File: config.mk
export PLATFORM = sky130hd
export DESIGN_NAME = bus_cycle_gen
export DESIGN_NICKNAME = d
export VERILOG_FILES = /design/src/rtl/bcg_pkg.sv /design/src/rtl/bcg_arbiter.sv /design/src/rtl/bcg_perm_gate.sv /design/src/rtl/bcg_drive_latch.sv /design/src/rtl/bus_cycle_gen.sv
export SDC_FILE = /design/constraint.sdc
export NUM_CORES = 1
export LEC_CHECK = 0
export ABC_AREA = 1
export BUFFER_PORTS_ARGS = -buffer_cell sky130_fd_sc_hd__buf_4
export CAP_MARGIN = 20
export CORE_AREA = 3 3 40 42
export CTS_BUF_LIST = sky130_fd_sc_hd__clkbuf_16
export DETAILED_ROUTE_END_ITERATION = 10
export DIE_AREA = 0 0 43 45
export HOLD_SLACK_MARGIN = 0.1
export PLACE_DENSITY = 0.68
export SLEW_MARGIN = 15
export SYNTH_ARGS = -nofsm -noshare
export SYNTH_HDL_FRONTEND = slang
export SYNTH_SLANG_ARGS = --single-unit
File: constraint.sdc
create_clock -name clk -period 1 [get_ports clk]
set_input_delay 0.3 -clock clk [delete_from_list [all_inputs] [get_ports clk]]
set_output_delay 0.3 -clock clk [all_outputs]
set_load 0.02 [all_outputs]
File: src/rtl/bcg_pkg.sv
package bcg_pkg;

   typedef enum logic [1:0] {
      SRC_NONE  = 2'd0,
      SRC_FETCH = 2'd1,
      SRC_LS    = 2'd2,
      SRC_SPEC  = 2'd3
   } src_e;

   typedef struct packed {
      logic dc;
      logic mio;
      logic wr;
   } cycdef_t;

   localparam int DRV_GROUPS   = 5;
   localparam int DRV_HI_ADDR  = 0;
   localparam int DRV_LO_ADDR  = 1;
   localparam int DRV_STROBE   = 2;
   localparam int DRV_HITMOD   = 3;
   localparam int DRV_WRRD     = 4;

   localparam cycdef_t DEF_IDLE    = '{dc: 1'b0, mio: 1'b0, wr: 1'b0};
   localparam cycdef_t DEF_SPECIAL = '{dc: 1'b0, mio: 1'b0, wr: 1'b1};
   localparam cycdef_t DEF_FETCH   = '{dc: 1'b0, mio: 1'b1, wr: 1'b0};

endpackage

File: src/rtl/bcg_arbiter.sv
module bcg_arbiter
   import bcg_pkg::*;
(
   input  logic    fetch_req,
   input  logic    ls_req,
   input  logic    ls_write,
   input  logic    ls_io,
   input  logic    spec_req,
   output src_e    sel,
   output cycdef_t def_n
);

   always_comb begin
      sel   = SRC_NONE;
      def_n = DEF_IDLE;
      if (spec_req) begin
         sel   = SRC_SPEC;
         def_n = DEF_SPECIAL;
      end else if (ls_req) begin
         sel   = SRC_LS;
         def_n = '{dc: 1'b1, mio: ~ls_io, wr: ls_write};
      end else if (fetch_req) begin
         sel   = SRC_FETCH;
         def_n = DEF_FETCH;
      end
   end

endmodule

File: src/rtl/bcg_perm_gate.sv
module bcg_perm_gate
   import bcg_pkg::*;
(
   input  src_e sel,
   input  logic fetch_exec,
   input  logic ls_write,
   input  logic ls_exec,
   input  logic ls_rw,
   output logic allow
);

   always_comb begin
      unique case (sel)
         SRC_FETCH: allow = fetch_exec;
         SRC_LS:    allow = ~ls_write | (~ls_exec & ls_rw);
         SRC_SPEC:  allow = 1'b1;
         default:   allow = 1'b0;
      endcase
   end

endmodule

File: src/rtl/bcg_drive_latch.sv
module bcg_drive_latch
   import bcg_pkg::*;
#(
   parameter int                    STRAP_W      = 2,
   parameter logic [DRV_GROUPS-1:0] LATCHED_MASK = 5'b11110
)(
   input  logic                  clk,
   input  logic                  rst,
   input  logic [STRAP_W-1:0]    strap_in,
   output logic [DRV_GROUPS-1:0] drv_strong
);

   logic strong_q;

   always_ff @(posedge clk) begin
      if (rst) strong_q <= ~|strap_in;
   end

   for (genvar g = 0; g < DRV_GROUPS; g++) begin : g_grp
      if (LATCHED_MASK[g]) begin : g_follow
         assign drv_strong[g] = strong_q;
      end else begin : g_weak
         assign drv_strong[g] = 1'b0;
      end
   end

   p_drive_hold_r10: assert property (@(posedge clk) disable iff (rst)
      $past(!rst) |-> $stable(strong_q));

endmodule

File: src/rtl/bus_cycle_gen.sv
module bus_cycle_gen
   import bcg_pkg::*;
#(
   parameter int                    STRAP_W      = 2,
   parameter logic [DRV_GROUPS-1:0] LATCHED_MASK = 5'b11110
)(
   input  logic                  clk,
   input  logic                  rst,
   input  logic                  fetch_req,
   input  logic                  fetch_exec,
   input  logic                  ls_req,
   input  logic                  ls_write,
   input  logic                  ls_io,
   input  logic                  ls_exec,
   input  logic                  ls_rw,
   input  logic                  spec_req,
   input  logic                  rdy,
   input  logic [STRAP_W-1:0]    strap_in,
   output logic                  ads,
   output logic                  def_oe,
   output logic                  dc,
   output logic                  mio,
   output logic                  wr,
   output logic                  fault,
   output logic                  ack_fetch,
   output logic                  ack_ls,
   output logic                  ack_spec,
   output logic [DRV_GROUPS-1:0] drv_strong
);

   if (STRAP_W < 1) begin : g_bad_strap
      $error("STRAP_W must be at least 1");
   end
   if (LATCHED_MASK[DRV_HI_ADDR]) begin : g_bad_mask
      $error("upper address group must stay weak");
   end

   typedef enum logic {ST_IDLE, ST_BUSY} state_e;

   state_e  state_q;
   cycdef_t def_q;
   cycdef_t def_n;
   src_e    sel;
   logic    allow;

   bcg_arbiter u_arb (
      .fetch_req (fetch_req),
      .ls_req    (ls_req),
      .ls_write  (ls_write),
      .ls_io     (ls_io),
      .spec_req  (spec_req),
      .sel       (sel),
      .def_n     (def_n)
   );

   bcg_perm_gate u_gate (
      .sel        (sel),
      .fetch_exec (fetch_exec),
      .ls_write   (ls_write),
      .ls_exec    (ls_exec),
      .ls_rw      (ls_rw),
      .allow      (allow)
   );

   bcg_drive_latch #(
      .STRAP_W      (STRAP_W),
      .LATCHED_MASK (LATCHED_MASK)
   ) u_drv (
      .clk        (clk),
      .rst        (rst),
      .strap_in   (strap_in),
      .drv_strong (drv_strong)
   );

   always_ff @(posedge clk) begin
      if (rst) begin
         state_q   <= ST_IDLE;
         def_q     <= DEF_IDLE;
         def_oe    <= 1'b0;
         ads       <= 1'b0;
         fault     <= 1'b0;
         ack_fetch <= 1'b0;
         ack_ls    <= 1'b0;
         ack_spec  <= 1'b0;
      end else begin
         ads       <= 1'b0;
         fault     <= 1'b0;
         ack_fetch <= 1'b0;
         ack_ls    <= 1'b0;
         ack_spec  <= 1'b0;
         unique case (state_q)
            ST_IDLE: begin
               if (sel != SRC_NONE) begin
                  ack_fetch <= (sel == SRC_FETCH);
                  ack_ls    <= (sel == SRC_LS);
                  ack_spec  <= (sel == SRC_SPEC);
                  if (allow) begin
                     ads     <= 1'b1;
                     def_oe  <= 1'b1;
                     def_q   <= def_n;
                     state_q <= ST_BUSY;
                  end else begin
                     fault   <= 1'b1;
                  end
               end
            end
            ST_BUSY: begin
               if (rdy) begin
                  def_oe  <= 1'b0;
                  def_q   <= DEF_IDLE;
                  state_q <= ST_IDLE;
               end
            end
            default: state_q <= ST_IDLE;
         endcase
      end
   end

   assign dc  = def_q.dc;
   assign mio = def_q.mio;
   assign wr  = def_q.wr;

   p_oe_with_strobe_r1: assert property (@(posedge clk) disable iff (rst)
      $rose(def_oe) |-> ads);
   p_float_low_r1: assert property (@(posedge clk) disable iff (rst)
      !def_oe |-> ({dc, mio, wr} == 3'b000));
   p_def_hold_r1: assert property (@(posedge clk) disable iff (rst)
      (def_oe && $past(def_oe)) |-> $stable({dc, mio, wr}));
   p_special_enc_r2: assert property (@(posedge clk) disable iff (rst)
      (ads && ack_spec) |-> ({dc, mio, wr} == 3'b001));
   p_fetch_read_r3: assert property (@(posedge clk) disable iff (rst)
      (ads && ack_fetch) |-> ({dc, mio, wr} == 3'b010));
   p_ack_single_r5: assert property (@(posedge clk) disable iff (rst)
      $onehot0({ack_fetch, ack_ls, ack_spec}));
   p_fault_no_cycle_r8: assert property (@(posedge clk) disable iff (rst)
      fault |-> (!ads && !def_oe));
   p_strobe_once_r9: assert property (@(posedge clk) disable iff (rst)
      ads |=> !ads);
   p_hi_weak_r11: assert property (@(posedge clk) disable iff (rst)
      !drv_strong[DRV_HI_ADDR]);

endmodule

Word level (Yosys, flattened, before mapping)

Index checks and enable logic that the tools add are counted.
W data, S select, Z words.

Memories kept: 0
Latch bits: 0
Register bits after elaboration: 11
Input bits: 13
ROM bits: 0
Memory bits (writable): 0

$add $sub $neg: 0
Div/mod/pow operators: 0
Bitwise logic cells: 7
Shift-type cells: 0
Reductions and logical operators: 6
Order comparisons: 0
Mux-type cells: 20
$mul: 0
Equal/unequal tests: 6

Operator list:

| operator             | count |
|---|---|
| $mux W3              | 5 |
| $mux W1              | 8 |
| $mux W2              | 3 |
| $ne A2 B2 Y1 const B | 3 |
| $pmux W3 S2          | 1 |
| $not A1 Y1           | 5 |
| $eq A2 B2 Y1 const B | 2 |
| $pmux W1 S2          | 2 |
| $reduce_or A2 Y1     | 2 |
| $pmux W1 S3          | 1 |
| $reduce_and A3 Y1    | 1 |
| $reduce_or A3 Y1     | 1 |
| $eq A2 B1 Y1 const B | 1 |
| $reduce_bool A2 Y1   | 1 |
| $and A1 B1 Y1        | 1 |
| $logic_not A1 Y1     | 1 |
| $or A1 B1 Y1         | 1 |

Depth between registers and ports, before layout

Gate-level depths: netlist of the first run.

Word-level depth: 8
Gate-level depth with buffers: 8

Modules after synthesis

From an unflattened synthesis of the first run, not the netlist that was laid out.

Cell total of the unflattened synthesis: 66
Area total of the unflattened synthesis: 509.2 µm²

Modules (own cells, without submodules):

| module          | area each (µm²) | seq. area each (µm²) | cells an instance | times used |
|---|---|---|---|---|
| bus_cycle_gen   | 351.6           | 200.2                | 38                | 1 |
| bcg_drive_latch | 75.1            | 30.0                 | 8                 | 1 |
| bcg_arbiter     | 52.6            | 0.0                  | 13                | 1 |
| bcg_perm_gate   | 30.0            | 0.0                  | 7                 | 1 |

Least setup slack after synthesis of the first run

No wires, ideal clock.

Path kind: flip-flop to flip-flop
Start point: register state_q
End point: register def_q (netlist bit dc)
Data required time: 930 ps
Buffers on the path: 0
Period minus slack after synthesis: 955 ps
Stages on the path, launching flop included: 6
Arrival: 885 ps
Path slack: 45 ps
Cell sequence: dfxtp_1 inv_2 or2_4 nand2_2 nand2_1 a21oi_1

Longest elaborated chain between the ends: 3

Ends and longest elaborated chain:

| what                               | line                 | text |
|---|---|---|
| start, declared                    | bus_cycle_gen.sv:40  | `state_e state_q;` |
| start signal, assigned             | bus_cycle_gen.sv:77  | `state_q <= ST_IDLE;` |
| start signal, assigned             | bus_cycle_gen.sv:101 | `state_q <= ST_BUSY;` |
| start signal, assigned             | bus_cycle_gen.sv:111 | `state_q <= ST_IDLE;` |
| $not A1 Y1                         | n/a                  |  |
| $ne A2 B2 Y1 (no source line)      | n/a                  |  |
| $reduce_and A3 Y1 (no source line) | n/a                  |  |
| end signal, assigned               | bus_cycle_gen.sv:100 | `def_q <= def_n;` |
| end, declared                      | bus_cycle_gen.sv:41  | `cycdef_t def_q;` |

Parallel ways exist; a longest one is shown, timed or not.
A chain may end at the register's enable or synchronous reset.

Worst setup path in the final report of the first run

Start point: register u_drv.strong_q
End point: output drv_strong[1]

RTL lines:

| what                   | line                  | text |
|---|---|---|
| start, declared        | bcg_drive_latch.sv:13 | `logic strong_q;` |
| start signal, assigned | bcg_drive_latch.sv:16 | `if (rst) strong_q <= ~\|strap_in;` |
| end, declared          | bus_cycle_gen.sv:28   | `output logic [DRV_GROUPS-1:0] drv_strong` |

No word-level cell between the ends.

==> flow_metrics.env, run 1 <==
export IMPL_wirelength_um=1061
export IMPL_first_pass_iters=2
export IMPL_grt_pass1_vias=460
export IMPL_grt_max_degree=9
export IMPL_cp_end_kind="primary output"
export IMPL_rsz0062_at_grt="true"
export IMPL_ant_nets=0
export IMPL_worstSetupStartpoint="u_drv.strong_q"
export IMPL_h_tree_depth=1
export IMPL_max_stage_delay_ps=410
export IMPL_start_kind="flip-flop"
export IMPL_r2r_worst_path_cells=5
export IMPL_ioPinCount=27
export IMPL_fin_crit_ps=1128
export IMPL_dieArea_um2=1935
export IMPL_nets=108
export IMPL_synth_top_area_share_pct=41.34
export IMPL_die_height_um=45
export IMPL_cp_max_fo=4
export IMPL_fillers=121
export IMPL_grt_first_pass_wirelength_um=1780
export IMPL_hold_end="mio"
export IMPL_clock_skew_ps=0.5782
export IMPL_core_um2=1285
export IMPL_hold_violations=0
export IMPL_async_reset_ff_share_pct=0
export IMPL_grtUsageTotal_pct=12.46
export IMPL_antenna_found_initial=0
export IMPL_synth_edff_count=1
export IMPL_gp_congestion=0.7711
export IMPL_leakage_nw=0.4098
export IMPL_insertion_delay_ps=230
export IMPL_power_mw=1.486
export IMPL_max_freq_mhz=886.6
export IMPL_synth_cell_types=17
export IMPL_drive_gt1_share_pct=50.00
export IMPL_synth_cells=65
export IMPL_rrSetupSlack_ps=70
export IMPL_num_rows=13
export IMPL_cts_buffers=3
export IMPL_cts_path_max_buffers=2
export IMPL_max_cap_violations=0
export IMPL_gr_total_overflow=0
export IMPL_path_cells="buf_4"
export IMPL_synth_area_leaders="dfxtp_1 (41%), nand2_1 (12%), buf_4 (7.8%)"
export IMPL_synthTopCellsByCount="nand2_1 (15), dfxtp_1 (10), nor2_1 (10)"
export IMPL_synth_seq_area_share_pct=47.55
export IMPL_finalCritPeriodShare_pct=112.8
export IMPL_status="complete, but fails checks"
export IMPL_port_buffers=25
export IMPL_syn_avg_cell_area_um2=7.449
export IMPL_path_delay_family="flip-flops"
export IMPL_clockRootBuffer="clkbuf_16"
export IMPL_min_from="rst"
export IMPL_final_cell_area_um2=814.5
export IMPL_timing_rr_end="mio"
export IMPL_initial_core_util_pct=37.68
export IMPL_cts_tree="done"
export IMPL_slew_viol_final=0
export IMPL_antenna_cells=0
export IMPL_clock_sinks=11
export IMPL_drc=0
export IMPL_hp_class="in2reg"
export IMPL_dp_hpwl_um=808.8
export IMPL_setup_viol=4
export IMPL_cp_slowest_cell="edfxtp_1"
export IMPL_cp_arrival_ps=830
export IMPL_die_w_um=43
export IMPL_wl_per_cell_um=9.734
export IMPL_dpl_cell_area_um2=668.1
export IMPL_fin_ws_ps=-127.9
export IMPL_violations="negative setup slack"
export IMPL_area_delta_synth_final_pct=68.22
export IMPL_yosys_area_top_type="dfxtp_1"
export IMPL_yosys_register_bits=11
export IMPL_drtIter0Drc=1
export IMPL_rr_startpoint="state_q"
export IMPL_powerDensity_nw_per_um2=1824
export IMPL_hold_depth=2
export IMPL_vias_per_cell=4.505
export IMPL_vdd_ir_drop_max_mv=0.8477
export IMPL_cts_hold_buffers=0
export IMPL_tns_ps=-510.7
export IMPL_required_ps=700
export IMPL_critPathBufInv=1
export IMPL_criticalPathCategory="reg2out"
export IMPL_vias=491
export IMPL_ys_warn_count=0
export IMPL_synth_area_um2=484.2
export IMPL_cts_clk_slew_worst_paths_ps=40
export IMPL_whs_ps=284.3
export IMPL_synthesis_nets=78
export IMPL_ys_flop_type="dfxtp_1"
export IMPL_synth_most_common_cell="nand2_1"
-- registers in the layout (all words and copies together) (netlist names) --
| name | count |
|---|---|
| ack_fetch | 1 |
| ack_ls | 1 |
| ack_spec | 1 |
| ads | 1 |
| dc | 1 |
| def_oe | 1 |
| fault | 1 |
| mio | 1 |
| state_q | 1 |
| u_drv.strong_q | 1 |
| wr | 1 |
-- cells in the final DEF, fill, tap and decap left out, types with 2 or more instances in the layout --
cell type | netlist | final
clkbuf_16 | 0 | 3
nand2_1 | 15 | 14
nand3_1 | 5 | 5
a21oi_2 | 0 | 2
buf_6 | 0 | 5
a21oi_1 | 4 | 2
nor2_1 | 10 | 10
dfxtp_1 | 10 | 5
inv_2 | 2 | 2
dfxtp_2 | 0 | 5
inv_1 | 5 | 6
buf_4 | 5 | 25
-- worst max-delay path by stage --
| stage | to | depth (start not counted) |
|---|---|---|
| 3_3_place_gp | wr | 8 |
| 5_1_grt | drv_strong[1] | 1 |
| 3_5_place_dp | wr | 8 |
| 4_1_cts | drv_strong[1] | 1 |
| 6_report | drv_strong[1] | 1 |
| 2_1_floorplan | dc | 5 |
-- layout make-up --
cell class,count,area (µm²),area share [%]
Inverter,7,26.28,3.226
Timing Repair Buffer,30,244.0,29.95
Clock inverter,1,3.754,0.4608
Clock buffer,3,75.07,9.217
Tap cell,15,18.77,2.304
Multi-Input combinational cell,42,210.2,25.81
Sequential cell,11,236.5,29.03
-- through the flow --
step,utilization (%),std cells,worst slack (ps)
2_1_floorplan,-,65,44.87
3_3_place_gp,52.00,102,-129.7
3_5_place_dp,52.00,102,-154.0
4_1_cts,58.52,106,-137.3
5_1_grt,63.39,109,-154.9
6_report,63.39,109,-127.9
-- cell families (layout without fill, tap and decap cells) --
group / Yosys count / in the layout / synth area share, %
AOI/OAI and AO/OA: 6 / 6 / 6.200
DFF: 11 / 11 / 47.55
other: 1 / 1 / 0.7745
and+or+nand+nor: 35 / 35 / 32.30
buffers and inverters: 12 / 41 / 13.18
-- metal layers --
layer	routed length (µm)	track usage, %	share of wire [%]	vias up
met2	580	21.26	55	16
met4	17	9.036	1.6	0
met3	63	2.390	5.9	2
met5	0	0	0	-
li1	-	-	-	253
met1	400	13.90	38	220
-- report_power, final --
group,internal (mW),total (mW),switching [mW]
sequential,0.483,0.499,0.0166
combinational,0.139,0.285,0.147
clock,0.523,0.701,0.178
-- timing repair --
item                                    in CTS  in global routing
gates resized for setup                      2                 13
buffers inserted                             0                  3
pin swaps                                    0                  3
endpoints found under the setup margin       5                 11
endpoints found under the hold margin        0                  0
(Power assumes the default switching activity.)
==> run 2: changes to the inputs <==
- PLACE_DENSITY: 0.68 -> 0.67
- SYNTH_HIERARCHICAL: unset -> 1
==> flow_metrics.env, run 2 <==
export IMPL_status="complete, but fails checks"
export IMPL_violations="negative setup slack"
export IMPL_gr_total_overflow=0
export IMPL_drtIter0Drc=11
export IMPL_synth_compound_area_share_pct=5.160
export IMPL_die_height_um=45
export IMPL_drc=0
export IMPL_placed_cells=108
export IMPL_max_freq_mhz=888.5
export IMPL_setup_viol=7
export IMPL_synth_xor_area_share_pct=0
export IMPL_final_common_cell="buf_4"
export IMPL_fin_crit_ps=1126
export IMPL_yosys_area_share_simple_pct=34.15
export IMPL_h_tree_depth=1
export IMPL_ys_warn_count=6
export IMPL_core_um2=1285
export IMPL_cp_max_fo=4
export IMPL_num_rows=13
export IMPL_yosys_register_bits=11
export IMPL_max_stage_delay_ps=410
export IMPL_max_cap_violations=0
export IMPL_cp_arrival_ps=830
export IMPL_cts_buffers=3
export IMPL_critPathBufInv=1
export IMPL_wl_per_cell_um=11.62
export IMPL_clock_sinks=11
export IMPL_synthTopCellsByCount="nand2_1 (12), dfxtp_1 (10), inv_1 (7), nand3_1 (7), nor2_1 (6)"
export IMPL_antenna_cells=0
export IMPL_nets=114
export IMPL_cp_slowest_cell="edfxtp_1"
export IMPL_grt_first_pass_wirelength_um=2028
export IMPL_start_kind="flip-flop"
export IMPL_synth_cells=66
export IMPL_hold_violations=0
export IMPL_grt_max_degree=7
export IMPL_vias=525
export IMPL_rsz0062_at_grt="true"
export IMPL_synth_top_family_by_area="simple AND/OR/NAND/NOR gates"
export IMPL_vias_per_cell=4.565
export IMPL_leakage_nw=0.4767
export IMPL_fin_ws_ps=-125.5
export IMPL_first_pass_iters=4
export IMPL_min_from="rst"
export IMPL_finalCritPeriodShare_pct=112.6
export IMPL_initial_core_util_pct=39.63
export IMPL_cts_path_max_buffers=2
export IMPL_cp_end_kind="primary output"
export IMPL_stdcell_count=115
export IMPL_ys_flop_type="dfxtp_1"
export IMPL_wirelength_um=1336
export IMPL_synth_cell_types=19
export IMPL_path_cells="buf_4"
export IMPL_grt_pass1_vias=526
export IMPL_yosys_area_top_type="dfxtp_1"
export IMPL_mostFrequentLayoutCells="buf_4 (29), nand2_1 (10)"
export IMPL_worstSetupStartpoint="u_drv/strong_q"
export IMPL_synth_most_common_cell="nand2_1"
export IMPL_synthAdderAreaFrac_pct=0
export IMPL_cts_clk_slew_worst_paths_ps=40
export IMPL_synth_area_leaders="dfxtp_1 (39%), nand2_1 (8.8%), buf_4 (7.4%)"
export IMPL_syn_avg_cell_area_um2=7.716
export IMPL_cts_tree="done"
export IMPL_gp_congestion=0.7564
export IMPL_criticalPathCategory="reg2out"
export IMPL_powerDensity_nw_per_um2=1701
export IMPL_synth_top_area_share_pct=39.31
export IMPL_ant_nets=0
export IMPL_clock_skew_ps=1.457
export IMPL_clockRootBuffer="clkbuf_16"
export IMPL_area_delta_synth_final_pct=79.61
export IMPL_drive_gt1_share_pct=63.00
export IMPL_synthesis_nets=79
export IMPL_path_delay_family="flip-flops"
export IMPL_insertion_delay_ps=240
export IMPL_die_w_um=43
export IMPL_synth_seq_area_share_pct=45.21
export IMPL_antenna_found_initial=0
export IMPL_cts_hold_buffers=0
export IMPL_slew_viol_final=0
export IMPL_synth_mux_area_share_pct=0
export IMPL_hp_class="in2reg"
export IMPL_ioPinCount=27
export IMPL_dieArea_um2=1935
export IMPL_vdd_ir_drop_max_mv=0.8741
export IMPL_whs_ps=275.2
export IMPL_port_buffers=25
export IMPL_dp_hpwl_um=959.1
export IMPL_synth_edff_count=1
export IMPL_rr_startpoint="state_q"
export IMPL_synth_area_um2=509.2
export IMPL_async_reset_ff_share_pct=0
export IMPL_required_ps=700
export IMPL_fillers=102
export IMPL_grtUsageTotal_pct=14.72
[run 2: cell count changes in the layout (fill, tap and decap cells not counted), moves of 2 or more]
cell / delta
nor2_1: -7
nor2_2: +5
buf_4: +4
nand2_1: -4
nor3_1: +4
inv_2: +3
nand2_4: +2
nand3_2: +2
[run 2: per-layer routing]
layer / global-route usage [%] / up-vias / wire length [µm]
li1: - / 270 / -
met1: 13.41 / 237 / 499
met2: 27.84 / 15 / 750
met3: 2.390 / 3 / 63
met4: 13.25 / 0 / 22
met5: 0 / - / 0
[run 2: kinds of logic after synthesis]
family,Yosys count
other,1
flip-flops,11
AND/OR/NAND/NOR,35
AO/OA/AOI/OAI,4
buffers and inverters,15
[run 2: final cells by class]
type / instances / area [µm²] / area share (%)
Timing Repair Buffer: 35 / 294.0 / 32.15
Sequential cell: 11 / 236.5 / 25.86
Multi-Input combinational cell: 40 / 236.5 / 25.86
Clock buffer: 3 / 75.07 / 8.208
Inverter: 10 / 50.05 / 5.472
Tap cell: 15 / 18.77 / 2.052
Clock inverter: 1 / 3.754 / 0.4104
[run 2: power by group]
part           internal (mW)  switching, mW  leakage (nW)
registers              0.486         0.0211        0.0939
logic                  0.164          0.178         0.341
clock network          0.523          0.183        0.0423
[run 2: path summary, 6_finish.rpt]
| check | end | slack (ps) | depth (start not counted) |
|---|---|---|---|
| setup / recovery | drv_strong[2] | -130 | 1 |
| hold / removal | ads | 280 | 2 |
| setup reg to reg | state_q | 100 | 2 |
| hold reg to reg | def_oe | 460 | 2 |
[run 2: repair_timing]
item	CTS	global route
buffers inserted	1	2
hold endpoints to repair	0	0
endpoints found under the setup margin	12	14
gates resized for setup	16	5
pin swaps	8	1
cloned	0	0
[run 2: metrics by stage]
stage | instance area, µm² | power (mW) | TNS [ps] | worst slack [ps] | util (%)
after floorplan | 529.3 | 0.6738 | -491.8 | -126.9 | -
after global placement | 750.7 | 0.7952 | -1919 | -283.5 | 58.42
after detailed placement | 750.7 | 0.8027 | -2184 | -314.1 | 58.42
after CTS | 885.9 | 1.550 | -533.3 | -133.4 | 68.94
after global routing | 914.6 | 1.623 | -1013 | -154.9 | 71.18
final | 914.6 | 1.555 | -541.5 | -125.5 | 71.18
